<file path="config.mk">
export PLATFORM = sky130hd
export DESIGN_NAME = dmach_top
export DESIGN_NICKNAME = d
export VERILOG_FILES = /design/src/rtl/dmach_pkg.sv /design/src/rtl/dmach_csr.sv /design/src/rtl/dmach_walker.sv /design/src/rtl/dmach_top.sv
export SDC_FILE = /design/constraint.sdc
export NUM_CORES = 1
export LEC_CHECK = 0
export ABC_AREA = 1
export CAP_MARGIN = 20
export CORE_ASPECT_RATIO = 0.9
export CORE_MARGIN = 1
export CORE_UTILIZATION = 30
export CTS_CLUSTER_DIAMETER = 80
export CTS_CLUSTER_SIZE = 14
export DETAILED_ROUTE_END_ITERATION = 6
export PLACE_DENSITY = 0.58
export SLEW_MARGIN = 10
export SYNTH_ARGS = -nofsm -noshare
export SYNTH_HDL_FRONTEND = slang
export SYNTH_SLANG_ARGS = --single-unit
</file>
<file path="constraint.sdc">
create_clock -name clk -period 2.8 [get_ports clk]
set_clock_uncertainty 0.2 [all_clocks]
set_input_delay 0.42 -clock clk [delete_from_list [all_inputs] [get_ports clk]]
set_output_delay 0.42 -clock clk [all_outputs]
set_load 0.02 [all_outputs]
</file>
<file path="src/rtl/dmach_pkg.sv">
package dmach_pkg;

  typedef enum logic [2:0] {
    ST_IDLE,
    ST_LINK,
    ST_RD_NEXT,
    ST_RD_CTRL,
    ST_RD_BCNT,
    ST_XSTART,
    ST_XWAIT,
    ST_WB
  } walk_st_t;

  // register offsets
  localparam logic [7:0] OFS_CTRL  = 8'h00;
  localparam logic [7:0] OFS_STAT  = 8'h04;
  localparam logic [7:0] OFS_CUR   = 8'h08;
  localparam logic [7:0] OFS_NEXT  = 8'h24;
  localparam logic [7:0] OFS_DCTRL = 8'h28;
  localparam logic [7:0] OFS_DLEN  = 8'h30;

  // status bit positions
  localparam int STS_BUSY = 13;
  localparam int STS_EOT  = 12;
  localparam int STS_EOC  = 11;
  localparam int ERR_N    = 4;

  // control bit positions
  localparam int CTL_EN  = 0;
  localparam int CTL_APP = 1;

  // descriptor word offsets in bytes
  localparam int DW_LINK = 0;
  localparam int DW_CTRL = 4;
  localparam int DW_BCNT = 12;

  function automatic int err_pos(input int idx);
    case (idx)
      0: return 3;
      1: return 4;
      2: return 5;
      default: return 9;
    endcase
  endfunction

endpackage

</file>
<file path="src/rtl/dmach_csr.sv">
module dmach_csr
  import dmach_pkg::*;
#(
  parameter int RAW  = 8,
  parameter int AW   = 32,
  parameter int DW   = 32,
  parameter int LENW = 24
) (
  input  logic              clk,
  input  logic              rst_n,
  input  logic              reg_we,
  input  logic [RAW-1:0]    reg_addr,
  input  logic [DW-1:0]     reg_wdata,
  output logic [DW-1:0]     reg_rdata,
  input  logic              busy_i,
  input  logic [AW-1:0]     cur_addr_i,
  input  logic [DW-1:0]     desc_ctrl_i,
  input  logic [LENW-1:0]   desc_len_i,
  input  logic              evt_eot_i,
  input  logic              evt_ie_i,
  input  logic              evt_eoc_i,
  input  logic [ERR_N-1:0]  evt_err_i,
  input  logic              go_ack_i,
  input  logic              app_ack_i,
  output logic              go_o,
  output logic              app_o,
  output logic              enable_o,
  output logic [AW-1:0]     next_addr_o,
  output logic              irq_o
);

  localparam logic [RAW-1:0] A_CTRL  = RAW'(OFS_CTRL);
  localparam logic [RAW-1:0] A_STAT  = RAW'(OFS_STAT);
  localparam logic [RAW-1:0] A_CUR   = RAW'(OFS_CUR);
  localparam logic [RAW-1:0] A_NEXT  = RAW'(OFS_NEXT);
  localparam logic [RAW-1:0] A_DCTRL = RAW'(OFS_DCTRL);
  localparam logic [RAW-1:0] A_DLEN  = RAW'(OFS_DLEN);

  logic             en_q, en_d;
  logic             go_q, go_d;
  logic             app_q, app_d;
  logic [AW-1:0]    next_q, next_d;
  logic             eot_q, eot_d;
  logic             eoc_q, eoc_d;
  logic             ie_q, ie_d;
  logic [ERR_N-1:0] err_q, err_d;

  logic ctrl_wr, stat_wr, next_wr;
  logic [DW-1:0] stat_word;

  assign ctrl_wr = reg_we && (reg_addr == A_CTRL);
  assign stat_wr = reg_we && (reg_addr == A_STAT);
  assign next_wr = reg_we && (reg_addr == A_NEXT);

  always_comb begin
    en_d   = en_q;
    go_d   = go_q;
    app_d  = app_q;
    next_d = next_q;
    if (go_ack_i)  go_d  = 1'b0;
    if (app_ack_i) app_d = 1'b0;
    if (ctrl_wr) begin
      en_d = reg_wdata[CTL_EN];
      if (reg_wdata[CTL_EN] && !en_q) go_d = 1'b1;
      if (!reg_wdata[CTL_EN])         go_d = 1'b0;
      if (reg_wdata[CTL_APP])         app_d = 1'b1;
    end
    if (next_wr) next_d = reg_wdata[AW-1:0];
  end

  always_comb begin
    eot_d = eot_q;
    eoc_d = eoc_q;
    ie_d  = ie_q;
    err_d = err_q;
    if (stat_wr) begin
      if (reg_wdata[STS_EOT]) begin
        eot_d = 1'b0;
        ie_d  = 1'b0;
      end
      if (reg_wdata[STS_EOC]) eoc_d = 1'b0;
      for (int i = 0; i < ERR_N; i++)
        if (reg_wdata[err_pos(i)]) err_d[i] = 1'b0;
    end
    if (evt_eot_i) eot_d = 1'b1;
    if (evt_ie_i)  ie_d  = 1'b1;
    if (evt_eoc_i) eoc_d = 1'b1;
    err_d = err_d | evt_err_i;
  end

  always_ff @(posedge clk or negedge rst_n) begin
    if (!rst_n) begin
      en_q   <= 1'b0;
      go_q   <= 1'b0;
      app_q  <= 1'b0;
      next_q <= '0;
      eot_q  <= 1'b0;
      eoc_q  <= 1'b0;
      ie_q   <= 1'b0;
      err_q  <= '0;
    end else begin
      en_q   <= en_d;
      go_q   <= go_d;
      app_q  <= app_d;
      next_q <= next_d;
      eot_q  <= eot_d;
      eoc_q  <= eoc_d;
      ie_q   <= ie_d;
      err_q  <= err_d;
    end
  end

  always_comb begin
    stat_word = '0;
    stat_word[STS_BUSY] = busy_i;
    stat_word[STS_EOT]  = eot_q;
    stat_word[STS_EOC]  = eoc_q;
    for (int i = 0; i < ERR_N; i++) stat_word[err_pos(i)] = err_q[i];
  end

  always_comb begin
    reg_rdata = '0;
    case (reg_addr)
      A_CTRL:  begin
                 reg_rdata[CTL_EN]  = en_q;
                 reg_rdata[CTL_APP] = app_q;
               end
      A_STAT:  reg_rdata = stat_word;
      A_CUR:   reg_rdata = DW'(cur_addr_i);
      A_NEXT:  reg_rdata = DW'(next_q);
      A_DCTRL: reg_rdata = desc_ctrl_i;
      A_DLEN:  reg_rdata = DW'(desc_len_i);
      default: reg_rdata = '0;
    endcase
  end

  assign go_o        = go_q && en_q;
  assign app_o       = app_q;
  assign enable_o    = en_q;
  assign next_addr_o = next_q;
  assign irq_o       = (eot_q && ie_q) || (|err_q);

  AST_W1C_EOC: assert property (@(posedge clk) disable iff (!rst_n)
    (stat_wr && reg_wdata[STS_EOC] && !evt_eoc_i) |=> !reg_rdata[STS_EOC] || (reg_addr != A_STAT));
  AST_APPEND_SELFCLR: assert property (@(posedge clk) disable iff (!rst_n)
    (app_ack_i && !(ctrl_wr && reg_wdata[CTL_APP])) |=> !app_o);
  AST_ERR_RAISES_IRQ: assert property (@(posedge clk) disable iff (!rst_n)
    (evt_err_i != '0) |=> irq_o);

endmodule

</file>
<file path="src/rtl/dmach_walker.sv">
module dmach_walker
  import dmach_pkg::*;
#(
  parameter int AW   = 32,
  parameter int DW   = 32,
  parameter int LENW = 24
) (
  input  logic              clk,
  input  logic              rst_n,
  input  logic              go_i,
  input  logic              app_i,
  input  logic              enable_i,
  input  logic [AW-1:0]     next_addr_i,
  output logic              go_ack_o,
  output logic              app_ack_o,
  output logic              busy_o,
  output logic [AW-1:0]     cur_addr_o,
  output logic [DW-1:0]     desc_ctrl_o,
  output logic [LENW-1:0]   desc_len_o,
  output logic              evt_eot_o,
  output logic              evt_ie_o,
  output logic              evt_eoc_o,
  output logic [ERR_N-1:0]  evt_err_o,
  output logic              mem_rd_req,
  output logic [AW-1:0]     mem_rd_addr,
  input  logic              mem_rd_valid,
  input  logic [DW-1:0]     mem_rd_data,
  output logic              mem_wr_req,
  output logic [AW-1:0]     mem_wr_addr,
  output logic [DW-1:0]     mem_wr_data,
  input  logic              mem_wr_ack,
  output logic              xfer_start,
  input  logic              xfer_done,
  input  logic [ERR_N-1:0]  xfer_err
);

  localparam logic [AW-1:0] OFF_LINK = AW'(DW_LINK);
  localparam logic [AW-1:0] OFF_CTRL = AW'(DW_CTRL);
  localparam logic [AW-1:0] OFF_BCNT = AW'(DW_BCNT);
  localparam logic [DW-1:0] DONE_BIT = DW'(1) << (DW - 1);

  walk_st_t         st_q, st_d;
  logic [AW-1:0]    cur_q, cur_d;
  logic [AW-1:0]    link_q, link_d;
  logic [DW-1:0]    ctrl_q, ctrl_d;
  logic [DW-1:0]    bcnt_q, bcnt_d;
  logic [ERR_N-1:0] err_q, err_d;

  always_comb begin
    st_d   = st_q;
    cur_d  = cur_q;
    link_d = link_q;
    ctrl_d = ctrl_q;
    bcnt_d = bcnt_q;
    err_d  = err_q;
    go_ack_o   = 1'b0;
    app_ack_o  = 1'b0;
    evt_eot_o  = 1'b0;
    evt_ie_o   = 1'b0;
    evt_eoc_o  = 1'b0;
    evt_err_o  = '0;
    mem_rd_req = 1'b0;
    mem_rd_addr = cur_q + OFF_LINK;
    mem_wr_req  = 1'b0;
    mem_wr_addr = cur_q + OFF_BCNT;
    mem_wr_data = bcnt_q | DONE_BIT;
    xfer_start  = 1'b0;
    case (st_q)
      ST_IDLE: begin
        if (go_i) begin
          go_ack_o = 1'b1;
          cur_d    = next_addr_i;
          if (next_addr_i != '0) st_d = ST_RD_NEXT;
          else                   evt_eoc_o = 1'b1;
        end else if (app_i && enable_i) begin
          app_ack_o = 1'b1;
          if (cur_q == '0) begin
            cur_d = next_addr_i;
            if (next_addr_i != '0) st_d = ST_RD_NEXT;
            else                   evt_eoc_o = 1'b1;
          end else begin
            st_d = ST_LINK;
          end
        end
      end
      ST_LINK: begin
        mem_rd_req = 1'b1;
        if (mem_rd_valid) begin
          if (mem_rd_data[AW-1:0] != '0) begin
            cur_d = mem_rd_data[AW-1:0];
            st_d  = ST_RD_NEXT;
          end else begin
            evt_eoc_o = 1'b1;
            st_d      = ST_IDLE;
          end
        end
      end
      ST_RD_NEXT: begin
        mem_rd_req = 1'b1;
        if (mem_rd_valid) begin
          link_d = mem_rd_data[AW-1:0];
          st_d   = ST_RD_CTRL;
        end
      end
      ST_RD_CTRL: begin
        mem_rd_req  = 1'b1;
        mem_rd_addr = cur_q + OFF_CTRL;
        if (mem_rd_valid) begin
          ctrl_d = mem_rd_data;
          st_d   = ST_RD_BCNT;
        end
      end
      ST_RD_BCNT: begin
        mem_rd_req  = 1'b1;
        mem_rd_addr = cur_q + OFF_BCNT;
        if (mem_rd_valid) begin
          bcnt_d = mem_rd_data;
          st_d   = ST_XSTART;
        end
      end
      ST_XSTART: begin
        xfer_start = 1'b1;
        err_d      = '0;
        st_d       = ST_XWAIT;
      end
      ST_XWAIT: begin
        if (xfer_done) begin
          err_d = xfer_err;
          st_d  = ST_WB;
        end
      end
      ST_WB: begin
        mem_wr_req = 1'b1;
        if (mem_wr_ack) begin
          evt_eot_o = 1'b1;
          evt_ie_o  = ctrl_q[0];
          evt_err_o = err_q;
          if (err_q != '0) begin
            st_d = ST_IDLE;
          end else if (!enable_i || link_q == '0) begin
            evt_eoc_o = 1'b1;
            st_d      = ST_IDLE;
          end else begin
            cur_d = link_q;
            st_d  = ST_RD_NEXT;
          end
        end
      end
      default: st_d = ST_IDLE;
    endcase
  end

  always_ff @(posedge clk or negedge rst_n) begin
    if (!rst_n) begin
      st_q   <= ST_IDLE;
      cur_q  <= '0;
      link_q <= '0;
      ctrl_q <= '0;
      bcnt_q <= '0;
      err_q  <= '0;
    end else begin
      st_q   <= st_d;
      cur_q  <= cur_d;
      link_q <= link_d;
      ctrl_q <= ctrl_d;
      bcnt_q <= bcnt_d;
      err_q  <= err_d;
    end
  end

  assign busy_o      = (st_q != ST_IDLE);
  assign cur_addr_o  = cur_q;
  assign desc_ctrl_o = ctrl_q;
  assign desc_len_o  = bcnt_q[LENW-1:0];

  AST_RD_HOLD: assert property (@(posedge clk) disable iff (!rst_n)
    (mem_rd_req && !mem_rd_valid) |=> (mem_rd_req && $stable(mem_rd_addr)));
  AST_ONE_START: assert property (@(posedge clk) disable iff (!rst_n)
    xfer_start |=> !xfer_start);
  AST_WB_HOLD: assert property (@(posedge clk) disable iff (!rst_n)
    (mem_wr_req && !mem_wr_ack) |=> (mem_wr_req && $stable(mem_wr_data)));
  AST_STOP_ON_DISABLE: assert property (@(posedge clk) disable iff (!rst_n)
    (mem_wr_req && mem_wr_ack && !enable_i) |=> !busy_o);

endmodule

</file>
<file path="src/rtl/dmach_top.sv">
module dmach_top
  import dmach_pkg::*;
#(
  parameter int RAW  = 8,
  parameter int AW   = 32,
  parameter int DW   = 32,
  parameter int LENW = 24
) (
  input  logic             clk,
  input  logic             rst_n,
  input  logic             reg_we,
  input  logic [RAW-1:0]   reg_addr,
  input  logic [DW-1:0]    reg_wdata,
  output logic [DW-1:0]    reg_rdata,
  output logic             mem_rd_req,
  output logic [AW-1:0]    mem_rd_addr,
  input  logic             mem_rd_valid,
  input  logic [DW-1:0]    mem_rd_data,
  output logic             mem_wr_req,
  output logic [AW-1:0]    mem_wr_addr,
  output logic [DW-1:0]    mem_wr_data,
  input  logic             mem_wr_ack,
  output logic             xfer_start,
  output logic [DW-1:0]    xfer_ctrl,
  output logic [LENW-1:0]  xfer_len,
  input  logic             xfer_done,
  input  logic [3:0]       xfer_err,
  output logic             irq
);

  logic             go, app, enable, go_ack, app_ack, busy;
  logic [AW-1:0]    next_addr, cur_addr;
  logic [DW-1:0]    desc_ctrl;
  logic [LENW-1:0]  desc_len;
  logic             evt_eot, evt_ie, evt_eoc;
  logic [ERR_N-1:0] evt_err;

  dmach_csr #(.RAW(RAW), .AW(AW), .DW(DW), .LENW(LENW)) u_csr (
    .clk(clk), .rst_n(rst_n),
    .reg_we(reg_we), .reg_addr(reg_addr), .reg_wdata(reg_wdata), .reg_rdata(reg_rdata),
    .busy_i(busy), .cur_addr_i(cur_addr), .desc_ctrl_i(desc_ctrl), .desc_len_i(desc_len),
    .evt_eot_i(evt_eot), .evt_ie_i(evt_ie), .evt_eoc_i(evt_eoc), .evt_err_i(evt_err),
    .go_ack_i(go_ack), .app_ack_i(app_ack),
    .go_o(go), .app_o(app), .enable_o(enable), .next_addr_o(next_addr), .irq_o(irq)
  );

  dmach_walker #(.AW(AW), .DW(DW), .LENW(LENW)) u_walk (
    .clk(clk), .rst_n(rst_n),
    .go_i(go), .app_i(app), .enable_i(enable), .next_addr_i(next_addr),
    .go_ack_o(go_ack), .app_ack_o(app_ack), .busy_o(busy),
    .cur_addr_o(cur_addr), .desc_ctrl_o(desc_ctrl), .desc_len_o(desc_len),
    .evt_eot_o(evt_eot), .evt_ie_o(evt_ie), .evt_eoc_o(evt_eoc), .evt_err_o(evt_err),
    .mem_rd_req(mem_rd_req), .mem_rd_addr(mem_rd_addr),
    .mem_rd_valid(mem_rd_valid), .mem_rd_data(mem_rd_data),
    .mem_wr_req(mem_wr_req), .mem_wr_addr(mem_wr_addr),
    .mem_wr_data(mem_wr_data), .mem_wr_ack(mem_wr_ack),
    .xfer_start(xfer_start), .xfer_done(xfer_done), .xfer_err(xfer_err)
  );

  assign xfer_ctrl = desc_ctrl;
  assign xfer_len  = desc_len;

  AST_XFER_NO_MEM: assert property (@(posedge clk) disable iff (!rst_n)
    xfer_start |-> (!mem_rd_req && !mem_wr_req));
  AST_ERR_STOPS: assert property (@(posedge clk) disable iff (!rst_n)
    (evt_err != '0) |=> !mem_rd_req);

endmodule

</file>
==> summary.md, run 1 <==
| Metric | Value |
|---|---|
| Post-route DRC | `0` |
| Setup WS pre-CTS | `-0.330 ns` |
| Fin nets | `1991` |
| Global Route Usage Sum | `24.3%` |
| Final cycle utilization of the critical path | `~100%` |
| CP Class | `reg2out` |
| Initial antenna violation count | `3` |
| Sequential share of the synthesized area | `between 40% and 50%` |
| Synth Area in Compound Gates | `between 10 and 15%` |
| Avg WL per Cell | `18.5 um` |
| Worst Hold Class | `reg2reg` |
| First-pass GRT wire length | `~66 mm` |
| CTS tree | `done` |
| Share of cells above drive strength 1 | `26.1%` |
| Clock Latency Late Sink | `between 0.4 and 0.5 ns` |
| #FFs+latches synth | `176` |
| I/O Buffers | `roughly 270` |
| Final hold slack | `between 0.2 and 0.3 ns` |
| Post-route cell area | `0.0163 sq mm` |
| Area after DPL | `0.0149 sq mm` |
| H-tree levels | `4` |
| Status | `finished clean` |
| Lkg Pwr | `roughly 0.0079 uW` |
| # setup viols final | `0` |
| Clock sink total | `about 180` |
| Initial DRC Count | `approximately 760` |
| Final Util | `47.5%` |
| Mapped cell area | `about 0.011 sq mm` |
| Mux contribution to synthesized area | `between 1.5 and 2%` |
| Setup repair after global routing missed its margin | `yes` |
| F_max | `around 360 MHz` |
| Syn-to-layout area delta | `54.6%` |
| Largest family of logic cells by synthesized area | `simple AND/OR/NAND/NOR gates` |
| Worst slew margin | `between 50% and 60%` |
| Crit start category | `flop` |
| Worst R2R Setup Slack | `0.24 ns` |
| Final WS setup | `between 0.0015 and 0.002 ns` |
| Yosys cell types | `30` |
| Final hold violation count | `0` |
| Clock Tree Buf Depth | `2` |
| Die W | `around 200 um` |
| Largest net degree at the start of global routing | `~70` |
| Most common cell after layout, fill and taps aside | `nand2_1` |
| Routed via count | `~12000` |
| Adder-cell share of the synthesized area | `less than 1%` |
| Core Box Area | `0.0344 sq mm` |
| CTS buffer count | `17` |
| Post-route ant nets | `0` |
| Vias per inst | `slightly below 5` |
| Die Area | `0.0360 sq mm` |
| EDFF count, synth | `0` |
| Gpl congestion | `slightly above 0.9` |
| Chip Height | `around 180 um` |
| Clock slew at reported path FFs | `about 0.07 ns` |
| Post-detail-place hpwl | `between 30 and 40 mm` |
| Global route overflow | `0` |
| Max Slew Vio Count | `0` |
| CP endpoint kind | `output pin` |
| Worst Path Arrival | `2.18 ns` |
| Syn_nets | `1584` |
| Final Power | `14800 uW` |
| Async S/R FF share, synth | `100%` |
| Synth warnings | `0` |
| Clock Tree Root | `clkbuf_16` |
| Synthesized area per cell | `slightly above 7 sq um` |
| Mapped Cells | `about 1500` |
| VDD IR max | `roughly 0.00043 V` |
| Critical path peak fanout | `4` |
| Number of iterations in the first detailed-routing pass | `5` |
| Number of global-route vias before repair | `between 10000 and 15000` |
| # IOs | `between 200 and 300` |
| Critical path data required time | `between 2 and 2.5 ns` |
| Total Routed Length | `around 44 mm` |
| Tmin final | `2.80 ns` |
| Commonest non-fill, non-tap cells in the layout | `431 x nand2_1, 199 x buf_4, 175 x clkdlybuf4s50_1` |
| Power Density | `a little over 900 mW/mm^2` |
| Initial Utilization | `between 30 and 40%` |
| Tightest Pin Transition | `roughly 0.73 ns` |
| Dominant synthesized flop cell | `dfrtp_1` |
| Row cnt | `64` |
| Synth Area in Simple Gates | `28.8%` |
| Max Cap Violations | `0` |
| Post-synthesis xor/xnor area fraction | `2.40%` |
-- area by class of cell --
type                    count  area (sq um)
repair buffers            492          4410
flip-flops and latches    176          4420
clock inverters            14           156
inverters                 161           619
multi-input cells        1058          5720
diodes                      1          2.50
well taps                 462           578
fillers                  3361         18000
clock buffers              17           425
-- critical path, stage by stage, from the launching register on --
cell and delay (ns):
dfrtp_2 0.45, buf_6 0.13, nand2_4 0.06, nand2_4 0.07, nand2_2 0.07, buf_6 0.12
nor2_4 0.15, buf_6 0.14, nand2_4 0.05, xor2_2 0.16, nand2_1 0.07, o211ai_1 0.10
buf_4 0.18
-- what timing repair did --
action | CTS | global route
pin swaps | 17 | 54
hold endpoints to repair | 65 | 0
hold buffers | 1 | 0
cloned | 1 | 1
setup buffers | 14 | 14
endpoints found under the setup margin | 88 | 118
gates resized for setup | 291 | 270
-- cells by family after synthesis --
kind of cell,after synthesis
AND/OR/NAND/NOR,751
buffers and inverters,265
AO/OA/AOI/OAI,258
flip-flops,176
XOR/XNOR,29
multiplexers,16
adder cells (fa/ha/maj),3
other,1
-- Yosys cell counts, drive strengths merged (3+ instances only) --
library cell / count / share of area (%)
xor2: 28 / 2.3
nand4: 20 / 1.2
nor3: 20 / 1.1
o221ai: 30 / 2.5
mux2: 16 / 1.7
nor2: 149 / 5.4
o22ai: 5 / 0.30
ha: 3 / 0.36
buf: 56 / 3.3
o211ai: 21 / 1.5
a21oi: 30 / 1.4
nand3: 84 / 4.0
inv: 161 / 5.7
o21ai: 160 / 7.6
nand2: 474 / 17
clkbuf: 48 / 1.7
o2111ai: 10 / 0.83
dfrtp: 176 / 42
-- metal layers --
metal / part of all wire (%) / GRT usage (%)
met4: 2.1 / 6.75
met5: 0.025 / 0
met3: 7.6 / 5.03
met2: 44 / 36.4
met1: 46 / 35.2
-- power breakdown --
group          internal, uW  total [uW]  switching [uW]
registers              3420        4200             780
logic                  3390        8170            4790
clock network          1320        2400            1080
total                  8130       14800            6640
-- worst paths after layout --
path	cells past startpoint	endpoint	from
worst max-delay path	12	mem_rd_addr[19]	u_walk.cur_addr_o[4]$_DFFE_PN0P_
worst min-delay path	2	u_walk.link_q[23]$_DFFE_PN0P_	u_walk.link_q[23]$_DFFE_PN0P_
worst max register to register	13	u_walk.cur_addr_o[12]$_DFFE_PN0P_	u_walk.cur_addr_o[10]$_DFFE_PN0P_
worst min register to register	2	u_walk.link_q[23]$_DFFE_PN0P_	u_walk.link_q[23]$_DFFE_PN0P_
max in group asynchronous	3	u_walk.cur_addr_o[10]$_DFFE_PN0P_	rst_n
min in group asynchronous	2	u_walk.desc_ctrl_o[31]$_DFFE_PN0P_	rst_n
-- registers in the layout, indices dropped and copies added, names as in the netlist --
signal and flops:
u_walk.err_q 4, u_walk.st_q 3, u_csr.app_o 1, u_csr.enable_o 1, u_csr.eot_q 1, u_walk.link_q 32
u_walk.desc_ctrl_o 32, u_walk.bcnt_q 31, u_walk.cur_addr_o 32, u_csr.err_q 4, u_csr.ie_q 1, u_csr.eoc_q 1
u_csr.go_q 1, u_csr.next_addr_o 32
-- stage by stage --
step	setup TNS, ns	std cells
5_1_grt	-1.27	2381
4_1_cts	-0.209	2365
3_3_place_gp	-9.87	2318
2_1_floorplan	0	1499
3_5_place_dp	-11.37	2318
6_report	0	2381
(Power assumes the default switching activity.)
==> run 2: changes to the inputs <==
Settings changed: PLACE_DENSITY 0.58 to unset, PLACE_DENSITY_LB_ADDON set to 0.3.
==> run 2 against run 1 <==
The run now ends with setup timing left. Sequential cell count unchanged. Final area about the same. Sequential power up 2%. Highest routed layer unchanged.
==> summary.md, run 2 (synthesized netlist as in run 1, its figures left out) <==
| Metric | Value |
|---|---|
| Die W | `200 um (unchanged)` |
| Worst Path Arrival | `2.24 ns (+0.06 ns)` |
| Crit start category | `flop` |
| Most common cell after layout, fill and taps aside | `nand2_1` |
| Worst slew margin | `50.0% (-1.4 points)` |
| Failing checks | `setup timing` |
| # setup viols final | `3 (+3)` |
| Clock slew at reported path FFs | `0.06 ns (about the same)` |
| CTS tree | `done` |
| Post-route DRC | `0 (unchanged)` |
| Lkg Pwr | `0.00799 uW (+1.6%)` |
| Commonest non-fill, non-tap cells in the layout | `431 x nand2_1, 200 x buf_4, 175 x clkdlybuf4s50_1` |
| Largest net degree at the start of global routing | `59 (-17%)` |
| Total Routed Length | `44.2 mm (+0.45%)` |
| Die Area | `0.0360 sq mm (unchanged)` |
| Max Slew Vio Count | `0 (unchanged)` |
| Syn-to-layout area delta | `54.5% (about the same)` |
| Routed via count | `11800 (+0.74%)` |
| Initial Utilization | `30.7% (unchanged)` |
| CTS buffer count | `17 (unchanged)` |
| Critical path data required time | `2.18 ns (about the same)` |
| F_max | `350 MHz (-2.2%)` |
| # diodes | `0 (-1)` |
| Clock Tree Buf Depth | `2 (unchanged)` |
| Gpl congestion | `0.907 (-2.5%)` |
| Core Box Area | `0.0344 sq mm (unchanged)` |
| Worst R2R Setup Slack | `0.42 ns (+0.18 ns)` |
| Worst Hold Class | `reg2reg` |
| Critical path peak fanout | `5 (+1)` |
| Clock Tree Root | `clkbuf_16` |
| Status | `finished with violations` |
| Chip Height | `180 um (unchanged)` |
| Fill cells | `3456 (+2.8%)` |
| Post-route ant nets | `0 (unchanged)` |
| Final Power | `14900 uW (+0.72%)` |
| Initial DRC Count | `887 (+16%)` |
| Final hold slack | `0.289 ns (+0.00234 ns)` |
| Vias per inst | `4.94 (+0.61%)` |
| Final Util | `47.5% (about the same)` |
| Number of iterations in the first detailed-routing pass | `5 (unchanged)` |
| Tmin final | `2.86 ns (+0.0631 ns)` |
| Power Density | `912 mW/mm^2 (+0.77%)` |
| Row cnt | `64 (unchanged)` |
| I/O Buffers | `268 (unchanged)` |
| Global Route Usage Sum | `24.4% (+0.11 points)` |
| Avg WL per Cell | `18.5 um (+0.33%)` |
| Number of global-route vias before repair | `11300 (+1.7%)` |
| Initial antenna violation count | `2 (-1)` |
| Setup repair after global routing missed its margin | `yes` |
| Tightest Pin Transition | `0.743 ns (+0.0146 ns)` |
| Global route overflow | `0 (unchanged)` |
| CP Class | `reg2out` |
| Max Cap Violations | `0 (unchanged)` |
| Share of cells above drive strength 1 | `26.3% (+0.26 points)` |
| CP endpoint kind | `output pin` |
| Clock sink total | `176 (unchanged)` |
| Clock Latency Late Sink | `0.44 ns (about the same)` |
| H-tree levels | `4 (unchanged)` |
| Final WS setup | `-0.0611 ns (-0.0631 ns)` |
| VDD IR max | `0.000518 V (+21%)` |
| # IOs | `270 (unchanged)` |
| Post-detail-place hpwl | `34.3 mm (+0.62%)` |
| Fin nets | `1994 (+0.15%)` |
| Final hold violation count | `0 (unchanged)` |
| Final cycle utilization of the critical path | `102% (+2.3 points)` |
| First-pass GRT wire length | `66.0 mm (+0.78%)` |
## run 2: changes by cell type in the layout (fill, tap and decap cells not counted), moves of 6 or more
cell / change
nand2_2: -6
buf_2: -11
nand2_4: +6
buf_6: +12
## run 2: critical path, cell delays in order, from the launching register on
cell,delay (ns)
dfrtp_2,0.51
nand2_4,0.11
nor2_4,0.11
nand2_2,0.07
buf_6,0.12
nor3_4,0.14
buf_6,0.14
nand3_2,0.07
o211ai_1,0.32
buf_4,0.21
## run 2: worst paths after layout
path / from / cells after the start / end
worst max register to register: u_walk.cur_addr_o[14]$_DFFE_PN0P_ / 14 / u_walk.cur_addr_o[26]$_DFFE_PN0P_
min in group asynchronous: rst_n / 2 / u_csr.next_addr_o[26]$_DFFE_PN0P_
max in group asynchronous: rst_n / 3 / u_walk.cur_addr_o[12]$_DFFE_PN0P_
worst min register to register: u_walk.bcnt_q[29]$_DFFE_PN0P_ / 2 / u_walk.bcnt_q[29]$_DFFE_PN0P_
worst min-delay path: u_walk.bcnt_q[29]$_DFFE_PN0P_ / 2 / u_walk.bcnt_q[29]$_DFFE_PN0P_
worst max-delay path: u_walk.cur_addr_o[4]$_DFFE_PN0P_ / 9 / mem_rd_addr[19]
## run 2: timing repair
item	in CTS	in global routing
hold endpoints to repair	55	0
pin swaps	29	57
resized for setup	316	261
gates cloned	1	0
hold buffers	1	0
setup buffers	23	18
setup endpoints to repair	90	87
## run 2: power by group
part | leakage (uW) | switching, uW | internal [uW]
Sequential | 0.00219 | 847 | 3430
Combinational | 0.00552 | 4760 | 3410
Clock | 0.000283 | 1080 | 1360
## run 2: final cells by class
| class | instances | area (sq um) | share of cell area, % |
|---|---|---|---|
| Tap cell | 462 | 578 | 3.54 |
| Sequential cell | 176 | 4420 | 27.1 |
| Timing Repair Buffer | 495 | 4460 | 27.3 |
| Inverter | 161 | 609 | 3.73 |
| Multi-Input combinational cell | 1058 | 5660 | 34.7 |
| Clock inverter | 13 | 151 | 0.928 |
| Clock buffer | 19 | 443 | 2.71 |
## run 2: metrics by stage
stage	cells	cell area, sq um	setup WS, ns	TNS (ns)
after global placement	2315	14900	-0.317	-10.56
after CTS	2371	15800	-0.231	-0.546
final	2384	16300	-0.0611	-0.104
after global routing	2384	16300	-0.110	-1.41
after floorplan	1499	10600	0.0675	0
after detailed placement	2315	14900	-0.339	-11.78
## run 2: metal layers
layer | vias to the layer above | track usage [%] | part of all wire [%]
met5 | - | 0 | 0.038
met4 | 2 | 6.41 | 2.1
met3 | 53 | 4.17 | 7.2
met2 | 465 | 38.2 | 45
met1 | 5637 | 34.6 | 46
li1 | 5623 | - | -
==> run 3: changes to the inputs <==
Settings changed: CELL_PAD_IN_SITES_DETAIL_PLACEMENT set to 1, CELL_PAD_IN_SITES_GLOBAL_PLACEMENT set to 1.
==> run 3 against run 2 <==
Combinational power is 2% higher. Largest cell class unchanged. First-iteration DRC count shrank 10%. Critical path depth grew 4. Worst setup slack lost 0.070 ns. Via count up 3.6%. Die area is the same. Non-clock buffer count shrank 2. Register-to-register slack got worse by 0.11 ns. The run still ends with setup timing left. Sequential share of layout area barely moved. Clock power is essentially flat. Final cell count is essentially flat. Global-route usage increased by 3.2 points.
==> summary.md, run 3 (synthesized netlist as in run 1, its figures left out) <==
| Metric | Value |
|---|---|
| Share of cells above drive strength 1 | `24.9% (-1.4 points)` |
| CP Class | `reg2out` |
| Status | `finished with violations` |
| Worst Path Arrival | `2.31 ns (+0.07 ns)` |
| Syn-to-layout area delta | `54.4% (about the same)` |
| F_max | `341 MHz (-2.4%)` |
| Final cycle utilization of the critical path | `105% (+2.5 points)` |
| Tightest Pin Transition | `0.565 ns (-0.179 ns)` |
| Gpl congestion | `0.894 (-1.4%)` |
| Max Cap Violations | `0 (unchanged)` |
| Commonest non-fill, non-tap cells in the layout | `437 x nand2_1, 204 x buf_4, 175 x clkdlybuf4s50_1` |
| Critical path peak fanout | `3 (-2)` |
| Die Area | `0.0360 sq mm (unchanged)` |
| Post-route DRC | `0 (unchanged)` |
| Max incr delay on CP | `0.43 ns (-0.08 ns)` |
| Dpl cells | `2315 (unchanged)` |
| Setup WS pre-CTS | `-0.432 ns (-0.0929 ns)` |
| Clock sink total | `176 (unchanged)` |
| Area occupied by multi-input gates | `0.00565 sq mm (-0.22%)` |
| # setup viols final | `19 (+16)` |
| Setup TNS after final layout | `-0.994 ns (-0.890 ns)` |
| Sequential power share | `28.5% (-0.2 points)` |
| # diodes | `0 (unchanged)` |
| Row cnt | `64 (unchanged)` |
| Fill cells | `4220 (+22%)` |
| Setup repair after global routing missed its margin | `yes` |
| Clock slew at reported path FFs | `0.08 ns (+0.02 ns)` |
| Initial Utilization | `30.7% (unchanged)` |
| Critical path's slowest cell | `dfrtp_2` |
| Share of total power in combinational logic | `55.3% (+0.4 points)` |
| Number of iterations in the first detailed-routing pass | `5 (unchanged)` |
| VDD IR max | `0.000611 V (+18%)` |
| Max Slew Vio Count | `0 (unchanged)` |
| Final hold slack | `0.293 ns (+0.00338 ns)` |
| Net Sw Frac | `46.3% (+1.4 points)` |
| Number of global-route vias before repair | `12700 (+12%)` |
| Buf/Inv on CP | `6 (+3)` |
| Avg WL per Cell | `21.1 um (+14%)` |
| Worst slew margin | `62.4% (+12 points)` |
| Clock Tree Root | `clkbuf_16` |
| Initial DRC Count | `794 (-10%)` |
| Routed via count | `12200 (+3.6%)` |
| Clock network power share | `16.2% (-0.2 points)` |
| CP endpoint kind | `output pin` |
| CP Cell Sequence | `clkinvlp_4 -> buf_6 -> nor3_4 -> buf_4 -> nand2_2 -> nor2_1 -> nand2_1 -> nand3_1 -> o21ai_1 -> buf_4 -> inv_1 -> nand2_1 -> buf_4` |
| First-pass GRT wire length | `75.4 mm (+14%)` |
| Post-detail-place hpwl | `37.9 mm (+10%)` |
| Worst Hold Class | `reg2reg` |
| Clock Latency Late Sink | `0.45 ns (about the same)` |
| Core Box Area | `0.0344 sq mm (unchanged)` |
| Crit start category | `flop` |
| Global route overflow | `0 (unchanged)` |
| Final std cells w/o fill | `2382 (-0.084%)` |
| Chip Height | `180 um (unchanged)` |
| Die W | `200 um (unchanged)` |
| Lkg Pwr | `0.00793 uW (-0.79%)` |
| Failing checks | `setup timing` |
| Fin nets | `1992 (-0.10%)` |
| Initial antenna violation count | `2 (unchanged)` |
| Largest net degree at the start of global routing | `53 (-10%)` |
| Power Density | `924 mW/mm^2 (+1.3%)` |
| Global Route Usage Sum | `27.7% (+3.2 points)` |
| Most frequent CP cell | `buf_4` |
| Tmin final | `2.93 ns (+0.0702 ns)` |
| Final hold violation count | `0 (unchanged)` |
| CTS buffer count | `17 (unchanged)` |
| I/O Buffers | `268 (unchanged)` |
| CTS tree | `done` |
| Internal power | `8090 uW (-1.3%)` |
| Total Routed Length | `50.3 mm (+14%)` |
| Most common cell after layout, fill and taps aside | `nand2_1` |
| Clock Tree Buf Depth | `2 (unchanged)` |
| Critical path data required time | `2.18 ns (about the same)` |
| Register area | `0.00442 sq mm (-0.14%)` |
| H-tree levels | `4 (unchanged)` |
| Vias per inst | `5.12 (+3.7%)` |
| Post-route ant nets | `0 (unchanged)` |
| Final WS setup | `-0.131 ns (-0.0702 ns)` |
| Top delay family on crit path | `buffers and inverters` |
| Sw Pwr | `6980 uW (+4.4%)` |
| # IOs | `270 (unchanged)` |
## run 3: cell types whose count changed in the layout (fill, tap and decap cells not counted), moves of 5 or more
| cell | before | now |
|---|---|---|
| buf_2 | 7 | 22 |
| clkbuf_2 | 36 | 21 |
| buf_6 | 48 | 37 |
| o21ai_2 | 8 | 0 |
| nand2_1 | 431 | 437 |
| dfrtp_1 | 162 | 167 |
| dfrtp_2 | 14 | 9 |
| inv_2 | 10 | 5 |
## run 3: through the flow
stage                     util [%]  cell area (sq um)  power (uW)
after floorplan                  -              10600        8220
after global placement        43.4              14900       12000
after detailed placement      43.4              14900       12300
after CTS                     46.0              15800       14800
after global routing          47.5              16300       15900
final                         47.5              16300       15100
## run 3: area by class of cell
class	count	share of cell area [%]
clock inverters	13	0.890
inverters	161	3.76
multi-input cells	1058	34.6
flip-flops and latches	176	27.1
clock buffers	19	2.72
well taps	462	3.54
repair buffers	493	27.4
## run 3: worst reg2reg max path, delay by kind of cell, from the launching register on
family | cells | cell delay [ns]
DFF | 1 | 0.39
buffers and inverters | 2 | 0.34
and+or+nand+nor | 10 | 1.46
## run 3: final timing paths
check	startpoint	to	slack (ns)	cells after the start
max	u_walk.cur_addr_o[11]$_DFFE_PN0P_	mem_rd_addr[24]	-0.13	13
min	u_walk.link_q[29]$_DFFE_PN0P_	u_walk.link_q[29]$_DFFE_PN0P_	0.29	2
max reg2reg	u_walk.link_q[17]$_DFFE_PN0P_	u_walk.cur_addr_o[6]$_DFFE_PN0P_	0.31	12
min reg2reg	u_walk.link_q[29]$_DFFE_PN0P_	u_walk.link_q[29]$_DFFE_PN0P_	0.29	2
max in group asynchronous	rst_n	u_walk.cur_addr_o[6]$_DFFE_PN0P_	1.36	3
min in group asynchronous	rst_n	u_walk.link_q[24]$_DFFE_PN0P_	0.30	2
## run 3: per-layer routing
layer  routed length, um  share of wire, %  up-vias  global-route usage [%]
met5                   0                 0        -                       0
met4                1090               2.2        0                    7.30
met3                2490               5.0       66                    3.60
met2               23600                47      401                    44.0
met1               23100                46     6107                    39.2
li1                    -                 -     5626                       -
## run 3: power groups by stage
| stage | clock, uW | sequential [uW] | combinational [uW] |
|---|---|---|---|
| 3_3_place_gp | 0 | 4250 | 7800 |
| 3_5_place_dp | 0 | 4280 | 7990 |
| 2_1_floorplan | 0 | 4510 | 3720 |
| 4_1_cts | 2470 | 4260 | 8020 |
| 6_report | 2450 | 4290 | 8330 |
| 5_1_grt | 2570 | 4390 | 8980 |
## run 3: repair_timing
item | in CTS | in global routing
setup buffers | 20 | 15
hold endpoints to repair | 48 | 0
hold buffers | 1 | 0
endpoints found under the setup margin | 91 | 85
gates cloned | 1 | 3
pin swaps | 19 | 46
gates resized for setup | 346 | 209
